<file path="src/rtl/xlat_pkg.sv">
package xlat_pkg;
  localparam int unsigned VA_W  = 14;
  localparam int unsigned PA_W  = 12;
  localparam int unsigned OFF_W = 6;
  localparam int unsigned SETS  = 4;
  localparam int unsigned WAYS  = 4;

  typedef enum logic [1:0] {
    K_NONE  = 2'd0,
    K_HIT   = 2'd1,
    K_MISS  = 2'd2,
    K_FAULT = 2'd3
  } xlat_kind_e;
endpackage

</file>
<file path="src/rtl/xlat_perm.sv">
module xlat_perm (
  input  logic wr_req_i,
  input  logic usr_req_i,
  input  logic ent_wr_i,
  input  logic ent_sup_i,
  output logic deny_o
);
  always_comb begin
    deny_o = 1'b0;
    if (wr_req_i && !ent_wr_i)   deny_o = 1'b1;
    if (usr_req_i && ent_sup_i)  deny_o = 1'b1;
  end
endmodule

</file>
<file path="src/rtl/xlat_set.sv">
module xlat_set #(
  parameter int unsigned WAYS  = 4,
  parameter int unsigned TAG_W = 6,
  parameter int unsigned PPN_W = 6
) (
  input  logic             clk_i,
  input  logic             rst_ni,
  input  logic [TAG_W-1:0] lk_tag_i,
  output logic             hit_o,
  output logic [PPN_W-1:0] hit_ppn_o,
  output logic             hit_wr_o,
  output logic             hit_sup_o,
  input  logic             fill_en_i,
  input  logic [TAG_W-1:0] fill_tag_i,
  input  logic [PPN_W-1:0] fill_ppn_i,
  input  logic             fill_wr_i,
  input  logic             fill_sup_i,
  input  logic             fill_glb_i,
  input  logic             flush_i
);
  localparam int unsigned WAY_W = (WAYS > 1) ? $clog2(WAYS) : 1;

  logic [WAYS-1:0]             vld_q, glb_q, wr_q, sup_q;
  logic [WAYS-1:0][TAG_W-1:0]  tag_q;
  logic [WAYS-1:0][PPN_W-1:0]  ppn_q;
  logic [WAY_W-1:0]            rr_q;

  logic [WAYS-1:0]  match, fmatch;
  logic [WAY_W-1:0] vic;
  logic             use_rr;

  for (genvar w = 0; w < WAYS; w++) begin : g_cmp
    assign match[w]  = vld_q[w] && (tag_q[w] == lk_tag_i);
    assign fmatch[w] = vld_q[w] && (tag_q[w] == fill_tag_i);
  end

  always_comb begin
    hit_o     = |match;
    hit_ppn_o = '0;
    hit_wr_o  = 1'b0;
    hit_sup_o = 1'b0;
    for (int w = 0; w < WAYS; w++) begin
      if (match[w]) begin
        hit_ppn_o = hit_ppn_o | ppn_q[w];
        hit_wr_o  = hit_wr_o  | wr_q[w];
        hit_sup_o = hit_sup_o | sup_q[w];
      end
    end
  end

  // victim: same tag, else lowest free way, else round-robin
  always_comb begin
    vic    = rr_q;
    use_rr = 1'b1;
    for (int w = WAYS-1; w >= 0; w--) begin
      if (!vld_q[w]) begin
        vic    = WAY_W'(w);
        use_rr = 1'b0;
      end
    end
    for (int w = WAYS-1; w >= 0; w--) begin
      if (fmatch[w]) begin
        vic    = WAY_W'(w);
        use_rr = 1'b0;
      end
    end
  end

  always_ff @(posedge clk_i or negedge rst_ni) begin
    if (!rst_ni) begin
      vld_q <= '0;
      glb_q <= '0;
      wr_q  <= '0;
      sup_q <= '0;
      tag_q <= '0;
      ppn_q <= '0;
      rr_q  <= '0;
    end else begin
      if (flush_i) vld_q <= vld_q & glb_q;
      if (fill_en_i) begin
        vld_q[vic] <= 1'b1;
        glb_q[vic] <= fill_glb_i;
        wr_q[vic]  <= fill_wr_i;
        sup_q[vic] <= fill_sup_i;
        tag_q[vic] <= fill_tag_i;
        ppn_q[vic] <= fill_ppn_i;
        if (use_rr) rr_q <= rr_q + 1'b1;
      end
    end
  end

  assert_one_match_R10: assert property (@(posedge clk_i) disable iff (!rst_ni)
    $onehot0(match));

  assert_rr_hold_R6: assert property (@(posedge clk_i) disable iff (!rst_ni)
    !fill_en_i |=> $stable(rr_q));

  for (genvar w = 0; w < WAYS; w++) begin : g_chk
    assert_flush_spares_global_R8: assert property (@(posedge clk_i) disable iff (!rst_ni)
      (flush_i && !fill_en_i) |=> !(vld_q[w] && !glb_q[w]));
  end
endmodule

</file>
<file path="src/rtl/xlat_tlb.sv">
module xlat_tlb
  import xlat_pkg::*;
#(
  parameter int unsigned P_VA_W  = VA_W,
  parameter int unsigned P_PA_W  = PA_W,
  parameter int unsigned P_OFF_W = OFF_W,
  parameter int unsigned P_SETS  = SETS,
  parameter int unsigned P_WAYS  = WAYS
) (
  input  logic                       clk_i,
  input  logic                       rst_ni,
  input  logic                       lkp_valid_i,
  input  logic [P_VA_W-1:0]          lkp_va_i,
  input  logic                       lkp_write_i,
  input  logic                       lkp_user_i,
  input  logic                       fill_valid_i,
  input  logic [P_VA_W-P_OFF_W-1:0]  fill_vpn_i,
  input  logic [P_PA_W-P_OFF_W-1:0]  fill_ppn_i,
  input  logic                       fill_wr_i,
  input  logic                       fill_sup_i,
  input  logic                       fill_glb_i,
  input  logic                       flush_i,
  output logic                       res_valid_o,
  output logic                       res_hit_o,
  output logic [P_PA_W-1:0]          res_pa_o,
  output logic                       res_fault_o,
  output logic                       miss_req_o,
  output logic [P_VA_W-P_OFF_W-1:0]  miss_vpn_o
);
  localparam int unsigned VPN_W = P_VA_W - P_OFF_W;
  localparam int unsigned PPN_W = P_PA_W - P_OFF_W;
  localparam int unsigned IDX_W = (P_SETS > 1) ? $clog2(P_SETS) : 1;
  localparam int unsigned TAG_W = VPN_W - IDX_W;

  logic [VPN_W-1:0]   vpn;
  logic [IDX_W-1:0]   idx, fidx;
  logic [TAG_W-1:0]   tag, ftag;
  logic [P_OFF_W-1:0] off;

  assign vpn  = lkp_va_i[P_VA_W-1:P_OFF_W];
  assign off  = lkp_va_i[P_OFF_W-1:0];
  assign idx  = vpn[IDX_W-1:0];
  assign tag  = vpn[VPN_W-1:IDX_W];
  assign fidx = fill_vpn_i[IDX_W-1:0];
  assign ftag = fill_vpn_i[VPN_W-1:IDX_W];

  logic [P_SETS-1:0]            set_hit, set_wr, set_sup;
  logic [P_SETS-1:0][PPN_W-1:0] set_ppn;

  for (genvar s = 0; s < P_SETS; s++) begin : g_set
    xlat_set #(
      .WAYS (P_WAYS),
      .TAG_W(TAG_W),
      .PPN_W(PPN_W)
    ) i_set (
      .clk_i     (clk_i),
      .rst_ni    (rst_ni),
      .lk_tag_i  (tag),
      .hit_o     (set_hit[s]),
      .hit_ppn_o (set_ppn[s]),
      .hit_wr_o  (set_wr[s]),
      .hit_sup_o (set_sup[s]),
      .fill_en_i (fill_valid_i && (fidx == IDX_W'(s))),
      .fill_tag_i(ftag),
      .fill_ppn_i(fill_ppn_i),
      .fill_wr_i (fill_wr_i),
      .fill_sup_i(fill_sup_i),
      .fill_glb_i(fill_glb_i),
      .flush_i   (flush_i)
    );
  end

  logic deny;
  xlat_perm i_perm (
    .wr_req_i (lkp_write_i),
    .usr_req_i(lkp_user_i),
    .ent_wr_i (set_wr[idx]),
    .ent_sup_i(set_sup[idx]),
    .deny_o   (deny)
  );

  xlat_kind_e kind_d, kind_q;
  logic [P_PA_W-1:0] pa_q;
  logic [VPN_W-1:0]  mvpn_q;

  always_comb begin
    if (!lkp_valid_i)      kind_d = K_NONE;
    else if (!set_hit[idx]) kind_d = K_MISS;
    else if (deny)          kind_d = K_FAULT;
    else                    kind_d = K_HIT;
  end

  always_ff @(posedge clk_i or negedge rst_ni) begin
    if (!rst_ni) begin
      kind_q <= K_NONE;
      pa_q   <= '0;
      mvpn_q <= '0;
    end else begin
      kind_q <= kind_d;
      pa_q   <= (kind_d == K_HIT)  ? {set_ppn[idx], off} : '0;
      mvpn_q <= (kind_d == K_MISS) ? vpn : '0;
    end
  end

  assign res_valid_o = (kind_q != K_NONE);
  assign res_hit_o   = (kind_q == K_HIT);
  assign res_fault_o = (kind_q == K_FAULT);
  assign miss_req_o  = (kind_q == K_MISS);
  assign res_pa_o    = pa_q;
  assign miss_vpn_o  = mvpn_q;

  assert_one_outcome_R5: assert property (@(posedge clk_i) disable iff (!rst_ni)
    res_valid_o |-> ($countones({res_hit_o, res_fault_o, miss_req_o}) == 1));

  assert_idle_quiet_R5: assert property (@(posedge clk_i) disable iff (!rst_ni)
    !res_valid_o |-> (!res_hit_o && !res_fault_o && !miss_req_o && res_pa_o == '0));

  assert_offset_pass_R2: assert property (@(posedge clk_i) disable iff (!rst_ni)
    res_hit_o |-> (res_pa_o[P_OFF_W-1:0] == $past(lkp_va_i[P_OFF_W-1:0])));

  assert_miss_vpn_R3: assert property (@(posedge clk_i) disable iff (!rst_ni)
    miss_req_o |-> (miss_vpn_o == $past(lkp_va_i[P_VA_W-1:P_OFF_W])));

  assert_fault_no_pa_R4: assert property (@(posedge clk_i) disable iff (!rst_ni)
    res_fault_o |-> (res_pa_o == '0 && miss_vpn_o == '0));
endmodule

</file>
<file path="config.mk">
export PLATFORM = sky130hd
export DESIGN_NAME = xlat_tlb
export DESIGN_NICKNAME = d
export VERILOG_FILES = /design/src/rtl/xlat_pkg.sv /design/src/rtl/xlat_perm.sv /design/src/rtl/xlat_set.sv /design/src/rtl/xlat_tlb.sv
export SDC_FILE = /design/constraint.sdc
export NUM_CORES = 1
export LEC_CHECK = 0
export ABC_AREA = 0
export CAP_MARGIN = 20
export CORE_MARGIN = 2
export CORE_UTILIZATION = 55
export DETAILED_ROUTE_END_ITERATION = 6
export PLACE_DENSITY = 0.69
export SETUP_SLACK_MARGIN = 0.05
export SYNTH_ARGS = -nofsm -noshare
export SYNTH_HDL_FRONTEND = slang
export SYNTH_SLANG_ARGS = --single-unit
</file>
<file path="constraint.sdc">
create_clock -name clk_i -period 6.2 [get_ports clk_i]
set_input_delay 1.24 -clock clk_i [delete_from_list [all_inputs] [get_ports clk_i]]
set_output_delay 1.24 -clock clk_i [all_outputs]
set_load 0.01 [all_outputs]
</file>
# Word level (Yosys, flattened, before mapping)
# Cells that the tools add are included.
[classes]
eq_ne = 40
magnitude_cmp = 9
mux = 171
n_reduce_logical = 53
addsub = 4
bitwise = 44
[op_table]
columns = ["operator", "count"]
rows = [
  ["24-bit bitwise mux", 8],
  ["6-bit == test", 32],
  ["6-bit 2-to-1 mux", 21],
  ["1-bit 2-to-1 mux", 73],
  ["6-bit OR", 12],
  ["2-bit 2-to-1 mux", 35],
  ["4-bit bitwise mux", 12],
  ["6-bit demux with 2-bit select", 4],
  ["1-bit logical AND", 42],
  ["4-bit 2-to-1 mux", 8],
  ["1-bit OR", 24],
  ["4-bit AND", 4],
  ["4-bit OR", 4],
  ["4-bit OR reduction", 4],
  ["2-bit by 3-bit less-than comparator with 1-bit output (second input constant)", 5],
  ["6-bit binary-select mux with 2-bit select", 1],
  ["12-bit 2-to-1 mux", 1],
  ["2-bit == test (second input constant)", 5],
  ["2-bit by 1-bit adder with 2-bit output (second input constant)", 4],
  ["1-bit demux with 2-bit select", 4],
  ["2-bit by 1-bit >= comparator with 1-bit output (second input constant)", 4],
  ["8-bit 2-to-1 mux", 1],
  ["2-bit AND reduction", 4],
  ["1-bit binary-select mux with 2-bit select", 3],
  ["other kinds (4)", 6],
]
[totals]
in_bits = 38
register_bits = 286
wordCells = 376
output_inout_bits = 24

# Depth between registers and ports, before layout
# Gate-level depths: netlist (run 1).
[logic_depth]
word_depth = 20
ltp_mapped = 11

# Modules after synthesis
# Synthesis (run 1) repeated with hierarchy kept, for this count alone.
[hier_totals]
cells_unflattened = 1127
hier_area_um2 = 14739.1
[modules_own_cells]
columns = ["module", "n_inst", "seq_area_each_um2", "area_per_inst_um2", "cells_per_inst"]
rows = [
  ["xlat_set at g_set[1].i_set ...", 2, 1651.6, 3410.8, 263],
  ["xlat_set at g_set[3].i_set", 1, 1651.6, 3419.5, 263],
  ["xlat_set at g_set[0].i_set", 1, 1651.6, 3390.8, 261],
  ["xlat_tlb", 1, 550.5, 1091.0, 74],
  ["xlat_perm", 1, 0.0, 16.3, 3],
]

# Least setup slack after synthesis (run 1)
# OpenSTA, ideal clock, no wires.
[synth_timing]
path_type = "input to register"
start = "input port fill_vpn_i[4]"
end = "register g_set[2].i_set.ppn_q[19] (netlist name)"
t_arrival_ns = 3.252
setup_ns = 0.125
path_buffers = 4
required_time_ns = 6.075
slack_ns = 2.823
path_stages = 10
path_cell_list = "buf_6 -> buf_6 -> xor2_1 -> nor4_2 -> nor2_1 -> a2111oi_2 -> nor2b_1 -> buf_2 -> buf_4 -> mux2_2"
[synth_between]
elab_chain_len = 11
word_cells_on_any_way = 18
classes_between = "order compare (2); eq/ne (4); mux (7); reduce/logical (5)"
[synth_rtl]
columns = ["item", "line", "rtl"]
rows = [
  ["from (decl)", "xlat_tlb.sv:17", "input logic [P_VA_W-P_OFF_W-1:0] fill_vpn_i,"],
  ["6-bit == test", "xlat_set.sv:34", "assign fmatch[w] = vld_q[w] && (tag_q[w] == fill_tag_i);"],
  ["1-bit logical AND", "xlat_set.sv:34", ""],
  ["2-bit 2-to-1 mux (3 in a row)", "xlat_set.sv:62", "if (fmatch[w]) begin"],
  ["2-bit 2-to-1 mux *", "xlat_set.sv:62", ""],
  ["2-bit by 3-bit less-than comparator with 1-bit output (implied by the code) or 2-bit by 1-bit >= comparator with 1-bit output (tied branches)", "xlat_set.sv:86", "ppn_q[vic] <= fill_ppn_i;"],
  ["1-bit logical AND (implied by the code)", "xlat_set.sv:86", ""],
  ["6-bit 2-to-1 mux (implied by the code)", "xlat_set.sv:86", ""],
  ["6-bit demux with 2-bit select *", "n/a", ""],
  ["24-bit bitwise mux *", "xlat_set.sv:86", ""],
  ["to (signal, indexed assignment)", "xlat_set.sv:86", ""],
  ["to (decl)", "xlat_set.sv:25", "logic [WAYS-1:0][PPN_W-1:0] ppn_q;"],
]
# Mark *: on every way between the ends. The rest lies on a longest branch, timed or not.
# A chain may end at the register's enable or synchronous reset.

# Worst setup path in the final report (run 1)
[layout_timing]
start = "input port lkp_va_i[12]"
end = "register pa_q[8] (netlist: res_pa_o[8])"
[layout_between]
elab_chain_len = 20
word_cells_on_any_way = 138
classes_between = "eq/ne (17); mux (62); bitwise (36); reduce/logical (23)"
[layout_rtl]
columns = ["item", "line", "rtl"]
rows = [
  ["from (decl)", "xlat_tlb.sv:13", "input logic [P_VA_W-1:0] lkp_va_i,"],
  ["6-bit == test", "xlat_set.sv:33", "assign match[w] = vld_q[w] && (tag_q[w] == lk_tag_i);"],
  ["1-bit logical AND", "xlat_set.sv:33", ""],
  ["1-bit 2-to-1 mux", "xlat_set.sv:43", "if (match[w]) begin"],
  ["1-bit OR", "xlat_set.sv:45", "hit_wr_o = hit_wr_o | wr_q[w];"],
  ["1-bit 2-to-1 mux", "xlat_set.sv:43", ""],
  ["1-bit OR", "xlat_set.sv:45", ""],
  ["1-bit 2-to-1 mux", "xlat_set.sv:43", ""],
  ["1-bit OR", "xlat_set.sv:45", ""],
  ["(+4 left out)", "n/a", ""],
  ["1-bit logical AND", "xlat_perm.sv:10", "if (wr_req_i && !ent_wr_i) deny_o = 1'b1;"],
  ["1-bit 2-to-1 mux", "xlat_perm.sv:10", ""],
  ["1-bit 2-to-1 mux", "xlat_perm.sv:11", "if (usr_req_i && ent_sup_i) deny_o = 1'b1;"],
  ["2-bit 2-to-1 mux", "xlat_tlb.sv:89", "else if (deny) kind_d = K_FAULT;"],
  ["2-bit 2-to-1 mux", "xlat_tlb.sv:88", "else if (!set_hit[idx]) kind_d = K_MISS;"],
  ["2-bit 2-to-1 mux", "xlat_tlb.sv:87", "if (!lkp_valid_i) kind_d = K_NONE;"],
  ["2-bit by 1-bit == test with 1-bit output", "xlat_tlb.sv:100", "pa_q <= (kind_d == K_HIT) ? {set_ppn[idx], off} : '0;"],
  ["12-bit 2-to-1 mux *", "xlat_tlb.sv:100", ""],
  ["to (signal assigned)", "xlat_tlb.sv:100", ""],
  ["to (decl)", "xlat_tlb.sv:83", "logic [P_PA_W-1:0] pa_q;"],
]
# Mark *: on every way between the ends. The rest lies on a longest branch, timed or not. The select of a mux whose other input is x is not followed.

==> out/summary.md, run 1 <==
Status
* complete, but fails checks — result of the run
* design-rule violations — violated checks

Synth
* 0 — count of flip-flops with a built-in enable after synthesis
* 1197 — Synthesized Nets
* dfrtp_1 — prevailing post-synth register cell
* 57 — synth unique cells
* 0.487 — proportion of netlist area held by the largest area contributor
* 14700 um2 — Netlist Area Pre-Place
* dfrtp_1 — most common cell in the netlist
* 0 — Yosys Warn Count
* 286 x dfrtp_1, 169 x mux2_2, 127 x xnor2_1, 72 x xor2_1, 54 x nand2_1 — top post-synthesis cells by count
* dfrtp_1 49%, mux2_2 13%, xnor2_1 7.6%, xor2_1 4.3%, mux2_4 3.7% — top post-synthesis cells by area
* 1.00 — ys async rst share
* 12.7 um2 — mean area per synthesized cell
* dfrtp_1 — cell type contributing the most total cell area after synthesis
* 0.487 — sequential area share after synthesis
* 286 — #FFs+latches synth
* 1159 — Post-Synthesis Cells

Final layout
* 0.628 — core utilization of the finished layout
* 2060 — number of fill cells in the layout
* 0 — diode insertion count for antenna repair
* 1247 — # nets final
* 11.8% — area grow syn2layout
* 0.262 — share of cells above drive strength 1

Timing
* 0 — max-slew violations
* false — RSZ-0062 raised after global routing
* 0.714 — Period Utilization, post-route
* 0.0144 ns — worst setup skew after layout
* 0 ns — sum of negative setup slack
* 1.06 ns — transition time of the tightest slew-check pin
* 0.292 — normalized max-slew margin
* 0 — Final setup violation count
* 0 — hold violation count in the final report
* 226 MHz — FMAX
* 4.42 ns — Final Critical Period

CTS
* built — CTS tree
* 0.06 ns — CTS clk-pin slew, worst paths
* 0 — post-CTS setup buffers
* 0.57 ns — clock latency on the worst-skew pair
* 0 — post-CTS sizing
* 31 — CTS buffer count
* clkbuf_16 — cell at the root of the clock tree
* 1 — total number of H-tree levels
* 3 — largest buffer count on any clock path
* 286 — clock sinks
* 0 — number of buffers added to fix hold violations after cts

Floorplanning
* 59 — Rows
* 0.562 — effective utilization at floorplan
* 167 um — horizontal die dimension
* 62 — number of primary I/O pins
* 28000 um2 — overall die area
* 26100 um2 — placeable core region
* 167 um — floorplan die height

Worst setup path
* res_pa_o[8]$_DFF_PN0_ — worst reg2reg endpoint
* 6 — number of cells on the worst reg-to-reg path
* g_set[3].i_set.tag_q[16]$_DFFE_PN0P_ — worst flop-to-flop path startpoint
* input pin — startpoint types
* 4.90 ns — data arrival time at the worst-slack endpoint
* 10 — critical path fanouts, max
* 6.67 ns — required time at the worst-slack endpoint
* 3.20 ns — worst setup slack for register-to-register paths
* flop — Worst setup EP type
* input pin to flop — worst setup path class

Global routing
* 98 — largest net degree at the start of global routing
* 55.5 mm — first-pass GRT wire length
* 9561 — vias in the first global route
* 0 — number of antenna violations at the first check in global routing
* 0.253 — overall global routing resource usage
* 0 — global-route congestion overflow total

Route
* 745 — violation count after the first detailed-routing iteration
* 5 — remaining design rule violation count
* 34.8 mm — Total Wirelength
* 7 — number of detailed-route iterations in the first pass
* 22.2 um — wire length per cell after detailed routing
* 9318 — overall via count from detail_route
* 5.96 — detail-routed via count per cell
* 0 — remaining number of nets flagged by the antenna check after routing

Power and ir drop
* 7.17 nW — static power due to leakage
* 353 nW/um2 — Cell Pwr Density
* 0.000228 V — worst ir drop on vdd
* 5.80 mW — total power draw

Placement
* 22.6 mm — Detailed Place HPWL
* 61 — Port Buffer Count
* 0.801 — Final GP Congestion

Min path
* g_set[1].i_set.rr_q[1]$_DFFE_PN0P_ — HP Start
* 1 — cell depth of the worst hold path
* flop to flop — worst hold path class
* g_set[1].i_set.rr_q[1]$_DFFE_PN0P_ — terminating pin of the worst hold path

Run
* 0 — max_cap viols

sequential cells by signal (all words and copies together) (netlist names), 8 cells and up:
name and flops:
g_set.i_set.tag_q 96, g_set.i_set.vld_q 16, g_set.i_set.sup_q 16, g_set.i_set.ppn_q 96
g_set.i_set.rr_q 8, res_pa_o 12, g_set.i_set.wr_q 16, miss_vpn_o 8
g_set.i_set.glb_q 16
where the power goes:
part,switching (mW),internal (mW),total [mW]
combinational,0.532,0.713,1.24
sequential,0.365,2.32,2.69
clock,0.747,1.12,1.86
cells by family after synthesis:
family | after synthesis | share of synthesized area
and+or+nand+nor | 233 | 0.0981
DFF | 286 | 0.487
buffers and inverters | 86 | 0.0396
muxes | 240 | 0.193
xor gates and xnor gates | 200 | 0.120
AOI/OAI and AO/OA | 114 | 0.0619
routing by layer:
metal / vias to the layer above / global-route usage / wire length [um]
met3: 43 / 0.0314 / 1500
met5: - / 0 / 0
met2: 235 / 0.415 / 16600
met1: 4806 / 0.359 / 15800
li1: 4234 / - / -
met4: 0 / 0.0699 / 847
cells in the final DEF, fill, tap and decap left out, types with 4 or more instances in the layout:
master / netlist / routed
nor3_1: 26 / 26
or3b_1: 4 / 4
o21bai_1: 6 / 6
a222oi_1: 24 / 24
o21ai_0: 22 / 22
mux2_1: 35 / 35
nand3_1: 25 / 25
a22oi_1: 11 / 11
mux2_2: 169 / 169
clkbuf_16: 0 / 31
xor2_1: 72 / 72
nor2b_1: 5 / 5
nand4_1: 40 / 40
buf_4: 11 / 27
clkdlybuf4s50_1: 0 / 58
inv_1: 14 / 14
dfrtp_1: 286 / 286
clkinv_2: 0 / 5
nor4_1: 8 / 8
nor4_4: 7 / 7
nor2_1: 20 / 20
mux2_4: 36 / 36
xnor2_1: 127 / 127
nand2b_1: 8 / 8
a21oi_1: 13 / 13
a21boi_0: 10 / 10
bufinv_16: 0 / 4
nor4_2: 13 / 13
and3_1: 7 / 7
nand2_1: 54 / 54
clkbuf_1: 19 / 8
area by class of cell:
cell class	count	area, um2	area share
flip-flops and latches	286	7160	0.436
inverters	14	52.6	0.00320
repair buffers	89	820	0.0499
clock inverters	11	173	0.0105
multi-input cells	787	6950	0.423
clock buffers	42	847	0.0516
well taps	335	419	0.0255
critical path: stages:
cell,delay (ns)
clkdlybuf4s50_1,1.04
buf_4,0.36
xnor2_1,0.15
nand4_1,0.24
nor2_1,0.45
nor4_1,0.24
nor4_1,0.45
nand2_1,0.39
nor3_1,0.30
worst max path at each step:
stage	slack, ns	to	from	depth (start not counted)
2_1_floorplan	2.82	g_set[2].i_set.ppn_q[19]$_DFFE_PN0P_	fill_vpn_i[4]	10
4_1_cts	1.69	g_set[0].i_set.sup_q[1]$_DFFE_PN0P_	fill_vpn_i[5]	10
6_report	1.78	res_pa_o[8]$_DFF_PN0_	lkp_va_i[12]	9
5_1_grt	1.55	res_pa_o[8]$_DFF_PN0_	lkp_va_i[12]	9
3_3_place_gp	1.19	g_set[0].i_set.ppn_q[9]$_DFFE_PN0P_	fill_vpn_i[5]	10
3_5_place_dp	1.11	g_set[0].i_set.ppn_q[6]$_DFFE_PN0P_	fill_vpn_i[5]	10
through the flow:
step	setup WS, ns	instance area (um2)	instances	hold WS, ns
after global routing	1.55	16400	1564	0.492
after CTS	1.69	16400	1563	0.476
after detailed placement	1.11	15400	1510	0.464
after global placement	1.19	15400	1510	0.461
final	1.78	16400	1564	0.477
after floorplan	2.82	14700	1159	0.446
Power figures use the tool's default switching activity.
==> run 2, diff against run 1 <==
Clock period 6.2 ns to 4.6 ns, I/O delays scaled along.
==> out/summary.md, run 2 (synthesis results as in run 1) <==
CTS
* 286 — clock sinks, unchanged
* 0 — number of buffers added to fix hold violations after cts, unchanged
* 0 — post-CTS setup buffers, unchanged
* 0 — post-CTS sizing, unchanged
* 3 — largest buffer count on any clock path, unchanged
* built — CTS tree
* clkbuf_16 — cell at the root of the clock tree
* 0.06 ns — CTS clk-pin slew, worst paths, about the same
* 0.57 ns — clock latency on the worst-skew pair, about the same
* 31 — CTS buffer count, unchanged
* 1 — total number of H-tree levels, unchanged

Timing
* 0 — hold violation count in the final report, unchanged
* 0.789 — Period Utilization, post-route
* 0.0124 ns — worst setup skew after layout, -0.00192 ns
* false — RSZ-0062 raised after global routing
* 0.973 ns — transition time of the tightest slew-check pin, -0.0866 ns
* 0 ns — sum of negative setup slack, unchanged
* 0.352 — normalized max-slew margin, +0.0600
* 276 MHz — FMAX
* 0 — max-slew violations, unchanged
* 0 — Final setup violation count, unchanged
* 3.63 ns — Final Critical Period

Final layout
* 1588 — count of placed standard cells in the final layout, fillers left out, +1.5%
* 1268 — # nets final, +1.7%
* 2009 — number of fill cells in the layout, -2.5%
* 0.638 — core utilization of the finished layout, +0.00958
* 16700 um2 — post-route cell area, +1.5%
* 13.5% — area grow syn2layout
* 0 — diode insertion count for antenna repair, unchanged
* 0.275 — share of cells above drive strength 1, +0.0133
* 6950 um2 — area of the multi-input gates, unchanged
* g_set.i_set.ppn_q: 96 flops, g_set.i_set.tag_q: 96 flops — largest registers ranked by flip-flop count
* dfrtp_1 — leading cell type in the layout, fill and taps excluded
* 286 x dfrtp_1, 169 x mux2_2, 127 x xnor2_1 — most used cells in the layout excluding fill and tap cells
* 7160 um2 — sequential standard cell area, unchanged

Power and ir drop
* 0.323 — clock network fraction of design power, about the same
* 0.000323 V — worst ir drop on vdd, +42%
* 7.32 nW — static power due to leakage, +2.1%
* 0.216 — share of total power in combinational logic, about the same
* 471 nW/um2 — Cell Pwr Density, +33%
* 2.23 mW — power spent charging and discharging nets, +36%
* 0.461 — sequential group share of total power, -0.003
* 7.85 mW — total power draw, +36%
* 5.63 mW — internal portion of total power, +35%
* 0.284 — Sw Ratio, about the same

Floorplanning
* 28000 um2 — overall die area, unchanged
* 62 — number of primary I/O pins, unchanged
* 167 um — horizontal die dimension, unchanged
* 167 um — floorplan die height, unchanged
* 26100 um2 — placeable core region, unchanged
* 0.562 — effective utilization at floorplan, unchanged
* 59 — Rows, unchanged

Status
* complete, but fails checks — result of the run
* design-rule violations — violated checks

Global routing
* met2 — global-route layer with the greatest usage
* 0 — number of antenna violations at the first check in global routing, unchanged
* 0.424 — met2 GRT Util, +0.00902
* 0.353 — met1 layer usage reported by global route, -0.00652
* 0 — global-route congestion overflow total, unchanged
* 0.0378 — met3 track demand over resource in global routing, +0.00638
* 111 — largest net degree at the start of global routing, +13%
* 9849 — vias in the first global route, +3.0%
* 0.255 — overall global routing resource usage, +0.00172
* 56.4 mm — first-pass GRT wire length, +1.7%

Route
* 7 — remaining design rule violation count, +2
* 0 — remaining number of nets flagged by the antenna check after routing, unchanged
* 21.8 um — wire length per cell after detailed routing, -1.8%
* 5.96 — detail-routed via count per cell, about the same
* 34.7 mm — Total Wirelength, -0.30%
* 691 — violation count after the first detailed-routing iteration, -7.2%
* 9463 — overall via count from detail_route, +1.6%
* 7 — number of detailed-route iterations in the first pass, unchanged

Placement
* 0.841 — Final GP Congestion, +5.0%
* 15600 um2 — standard cell area after detailed placement, +1.6%
* 61 — Port Buffer Count, unchanged
* 1532 — placed insts, +1.5%
* 22.6 mm — Detailed Place HPWL, +0.16%

Run
* 0 — max_cap viols, unchanged

Worst setup path
* clkdlybuf4s50_1 — highest-delay cell along the critical path
* 8 — number of cells on the worst reg-to-reg path, +2
* 9 — Stages on worst setup path, unchanged
* 2 — buffer and inverter count on the worst path, unchanged
* 4.09 ns — data arrival time at the worst-slack endpoint, -0.81 ns
* simple AND/OR/NAND/NOR gates — delay-heaviest family, CP
* lkp_va_i[9] — critical path launch point
* 0.71 ns — delay contributed by the slowest stage of the critical path, -0.33 ns
* input pin — startpoint types
* res_pa_o[4]$_DFF_PN0_ — end point of the critical path
* clkdlybuf4s50_1 > xor2_1 > nor3_1 > and3_1 > nor4_1 > buf_4 > nor4_1 > nand2_1 > nor3_1 — cell breakdown of the critical path
* 9 — critical path fanouts, max, -1
* 1.72 ns — worst setup slack for register-to-register paths, -1.48 ns
* 5.06 ns — required time at the worst-slack endpoint, -1.61 ns
* flop — Worst setup EP type
* res_pa_o[4]$_DFF_PN0_ — worst reg2reg endpoint
* input pin to flop — worst setup path class
* g_set[0].i_set.tag_q[19]$_DFFE_PN0P_ — worst flop-to-flop path startpoint

Min path
* input pin to asynchronous set/reset pin — worst hold path class

## run 2: final cells by class
cell class,instances,share of cell area
multi-input cells,787,0.417
clock buffers,47,0.0544
clock inverters,9,0.00811
flip-flops and latches,286,0.429
repair buffers,110,0.0629
inverters,14,0.00315
well taps,335,0.0252
## run 2: through the flow
stage / hold WS [ns] / setup WS [ns]
2_1_floorplan: 0.446 / 1.54
3_3_place_gp: 0.460 / 0.623
3_5_place_dp: 0.463 / 0.452
4_1_cts: 0.428 / 1.03
5_1_grt: 0.434 / 0.677
6_report: 0.392 / 0.971
## run 2: worst min-delay path by stage
stage | from | endpoint | slack (ns) | depth (start not counted)
6_report | rst_ni | g_set[2].i_set.tag_q[14]$_DFFE_PN0P_ | 0.39 | 1
5_1_grt | rst_ni | g_set[2].i_set.tag_q[14]$_DFFE_PN0P_ | 0.43 | 1
4_1_cts | rst_ni | g_set[2].i_set.tag_q[16]$_DFFE_PN0P_ | 0.43 | 1
3_5_place_dp | g_set[1].i_set.rr_q[1]$_DFFE_PN0P_ | g_set[1].i_set.rr_q[1]$_DFFE_PN0P_ | 0.46 | 1
3_3_place_gp | g_set[2].i_set.rr_q[1]$_DFFE_PN0P_ | g_set[2].i_set.rr_q[1]$_DFFE_PN0P_ | 0.46 | 1
2_1_floorplan | g_set[0].i_set.rr_q[1]$_DFFE_PN0P_ | g_set[0].i_set.rr_q[1]$_DFFE_PN0P_ | 0.45 | 1
## run 2: routing by layer
| layer | part of all wire | vias up | wire (um) |
|---|---|---|---|
| met5 | 0 | - | 0 |
| met4 | 0.024 | 0 | 831 |
| met3 | 0.050 | 61 | 1730 |
| met2 | 0.48 | 248 | 16600 |
| met1 | 0.45 | 4865 | 15600 |
| li1 | - | 4289 | - |
## run 2: power groups by stage
stage / registers [mW] / clock network (mW) / logic (mW)
floorplan: 3.52 / 0 / 1.38
global placement: 3.63 / 0 / 1.65
detailed placement: 3.66 / 0 / 1.70
CTS: 3.62 / 2.58 / 1.71
global route: 3.70 / 2.69 / 1.85
finish: 3.62 / 2.54 / 1.70
==> run 3, diff against run 2 <==
Clock period 4.6 ns to 3.8 ns, I/O delays scaled along.
==> out/summary.md, run 3 (synthesis results as in run 1) <==
Global routing
* 9995 — vias in the first global route, +1.5%
* 0 — global-route congestion overflow total, unchanged
* 56.9 mm — first-pass GRT wire length, +0.93%
* 0 — number of antenna violations at the first check in global routing, unchanged
* 0.258 — overall global routing resource usage, +0.00291
* 97 — largest net degree at the start of global routing, -13%

CTS
* 286 — clock sinks, unchanged
* 30 — CTS buffer count, -3.2%
* 1 — total number of H-tree levels, unchanged
* built — CTS tree
* 3 — largest buffer count on any clock path, unchanged
* 0.55 ns — clock latency on the worst-skew pair, -0.02 ns
* 0 — post-CTS sizing, unchanged
* 0 — number of buffers added to fix hold violations after cts, unchanged
* clkbuf_16 — cell at the root of the clock tree
* 0.07 ns — CTS clk-pin slew, worst paths, about the same
* 0 — post-CTS setup buffers, unchanged

Timing
* 0.952 ns — transition time of the tightest slew-check pin, -0.0206 ns
* 3.32 ns — Final Critical Period
* 0.0132 ns — worst setup skew after layout, +0.000778 ns
* 0.872 — Period Utilization, post-route
* false — RSZ-0062 raised after global routing
* 0 — max-slew violations, unchanged
* 0.363 — normalized max-slew margin, +0.0118
* 0 — Final setup violation count, unchanged
* 302 MHz — FMAX
* 0 — hold violation count in the final report, unchanged

Placement
* 0.860 — Final GP Congestion, +2.3%
* 23.5 mm — Detailed Place HPWL, +4.1%
* 61 — Port Buffer Count, unchanged

Final layout
* 286 x dfrtp_1, 169 x mux2_2, 127 x xnor2_1 — most used cells in the layout excluding fill and tap cells
* 1280 — # nets final, +0.95%
* g_set.i_set.ppn_q: 96 flops, g_set.i_set.tag_q: 96 flops — largest registers ranked by flip-flop count
* dfrtp_1 — leading cell type in the layout, fill and taps excluded
* 15.0% — area grow syn2layout
* 0.285 — share of cells above drive strength 1, +0.00981
* 6950 um2 — area of the multi-input gates, unchanged
* 0 — diode insertion count for antenna repair, unchanged
* 1989 — number of fill cells in the layout, -1.0%
* 0.646 — core utilization of the finished layout, +0.00843
* 7160 um2 — sequential standard cell area, unchanged

Run
* 0 — max_cap viols, unchanged

Worst setup path
* 17 — critical path fanouts, max, +8
* input pin — startpoint types
* 8 — number of cells on the worst reg-to-reg path, unchanged
* nor4_1 — highest-delay cell along the critical path
* flop — Worst setup EP type
* 0.48 ns — delay contributed by the slowest stage of the critical path, -0.23 ns
* 4.26 ns — required time at the worst-slack endpoint, -0.80 ns
* input pin to flop — worst setup path class
* clkdlybuf4s50_1 > buf_4 > xnor2_1 > nand4_1 > nor2_1 > nor4_1 > buf_4 > nor4_1 > nand2_1 > nor3_1 — cell breakdown of the critical path
* 3.78 ns — data arrival time at the worst-slack endpoint, -0.31 ns

Min path
* input pin to asynchronous set/reset pin — worst hold path class

Floorplanning
* 167 um — floorplan die height, unchanged
* 62 — number of primary I/O pins, unchanged
* 28000 um2 — overall die area, unchanged
* 26100 um2 — placeable core region, unchanged
* 59 — Rows, unchanged
* 167 um — horizontal die dimension, unchanged
* 0.562 — effective utilization at floorplan, unchanged

Power and ir drop
* 0.283 — Sw Ratio, -0.000804
* 6.86 mW — internal portion of total power, +22%
* 7.42 nW — static power due to leakage, +1.3%
* 9.57 mW — total power draw, +22%
* 0.461 — sequential group share of total power, about the same
* 0.216 — share of total power in combinational logic, about the same
* 567 nW/um2 — Cell Pwr Density, +20%
* 0.000442 V — worst ir drop on vdd, +37%
* 0.322 — clock network fraction of design power, about the same
* 2.71 mW — power spent charging and discharging nets, +21%

Route
* 35.0 mm — Total Wirelength, +0.84%
* 7 — number of detailed-route iterations in the first pass, unchanged
* 7 — remaining design rule violation count, unchanged
* 0 — remaining number of nets flagged by the antenna check after routing, unchanged
* 21.8 um — wire length per cell after detailed routing, about the same
* 828 — violation count after the first detailed-routing iteration, +20%
* 5.95 — detail-routed via count per cell, about the same
* 9533 — overall via count from detail_route, +0.74%

Status
* design-rule violations — violated checks
* complete, but fails checks — result of the run

[run 3: cell count changes in the layout (fill, tap and decap cells not counted), sizes merged]
cell	previous run	this run
bufinv	3	4
inv	15	14
clkinvlp	0	2
clkinv	5	7
clkbuf	47	43
buf	52	65
[run 3: worst paths after layout]
check | from | to | slack (ns)
min | rst_ni | g_set[2].i_set.vld_q[2]$_DFF_PN0_ | 0.13
max in group asynchronous | rst_ni | g_set[1].i_set.ppn_q[16]$_DFFE_PN0P_ | 2.80
min reg2reg | g_set[2].i_set.rr_q[1]$_DFFE_PN0P_ | g_set[2].i_set.rr_q[1]$_DFFE_PN0P_ | 0.48
max reg2reg | g_set[0].i_set.tag_q[10]$_DFFE_PN0P_ | res_pa_o[4]$_DFF_PN0_ | 1.06
min in group clk_i | g_set[2].i_set.rr_q[1]$_DFFE_PN0P_ | g_set[2].i_set.rr_q[1]$_DFFE_PN0P_ | 0.48
max | lkp_va_i[12] | res_pa_o[4]$_DFF_PN0_ | 0.48
[run 3: power by group through the flow]
| stage | Clock [mW] | Sequential [mW] | Combinational [mW] |
|---|---|---|---|
| after floorplan | 0 | 4.27 | 1.67 |
| after global placement | 0 | 4.42 | 2.01 |
| after detailed placement | 0 | 4.45 | 2.07 |
| after CTS | 3.14 | 4.41 | 2.09 |
| after global routing | 3.27 | 4.51 | 2.26 |
| final | 3.08 | 4.41 | 2.07 |
[run 3: critical path: cells and delay by family]
| family | cells | cell delay [ns] |
|---|---|---|
| xor gates and xnor gates | 1 | 0.19 |
| and+or+nand+nor | 6 | 1.85 |
| buffers and inverters | 3 | 0.97 |
[run 3: metal layers]
metal / vias to the layer above / global-route usage / wire length, um
met2: 235 / 0.431 / 16800
met4: 0 / 0.0692 / 835
li1: 4308 / - / -
met3: 51 / 0.0345 / 1650
met1: 4939 / 0.357 / 15600
met5: - / 0 / 0
[run 3: area by class of cell]
cell class                      instances  area share
Sequential cell                       286       0.424
Clock inverter                         13      0.0101
Inverter                               14     0.00311
Multi-Input combinational cell        787       0.411
Tap cell                              335      0.0248
Timing Repair Buffer                  123      0.0746
Clock buffer                           43      0.0522
[run 3: metrics by stage]
step | instances | hold slack (ns) | setup slack, ns | cell area (um2) | TNS, ns
floorplan | 1159 | 0.446 | 0.903 | 14700 | 0
detailed placement | 1545 | 0.466 | -0.00610 | 15800 | -0.00610
CTS | 1601 | 0.154 | 0.556 | 16900 | 0
finish | 1601 | 0.132 | 0.485 | 16900 | 0
global route | 1601 | 0.169 | 0.217 | 16900 | 0
global placement | 1545 | 0.460 | 0.0394 | 15800 | 0
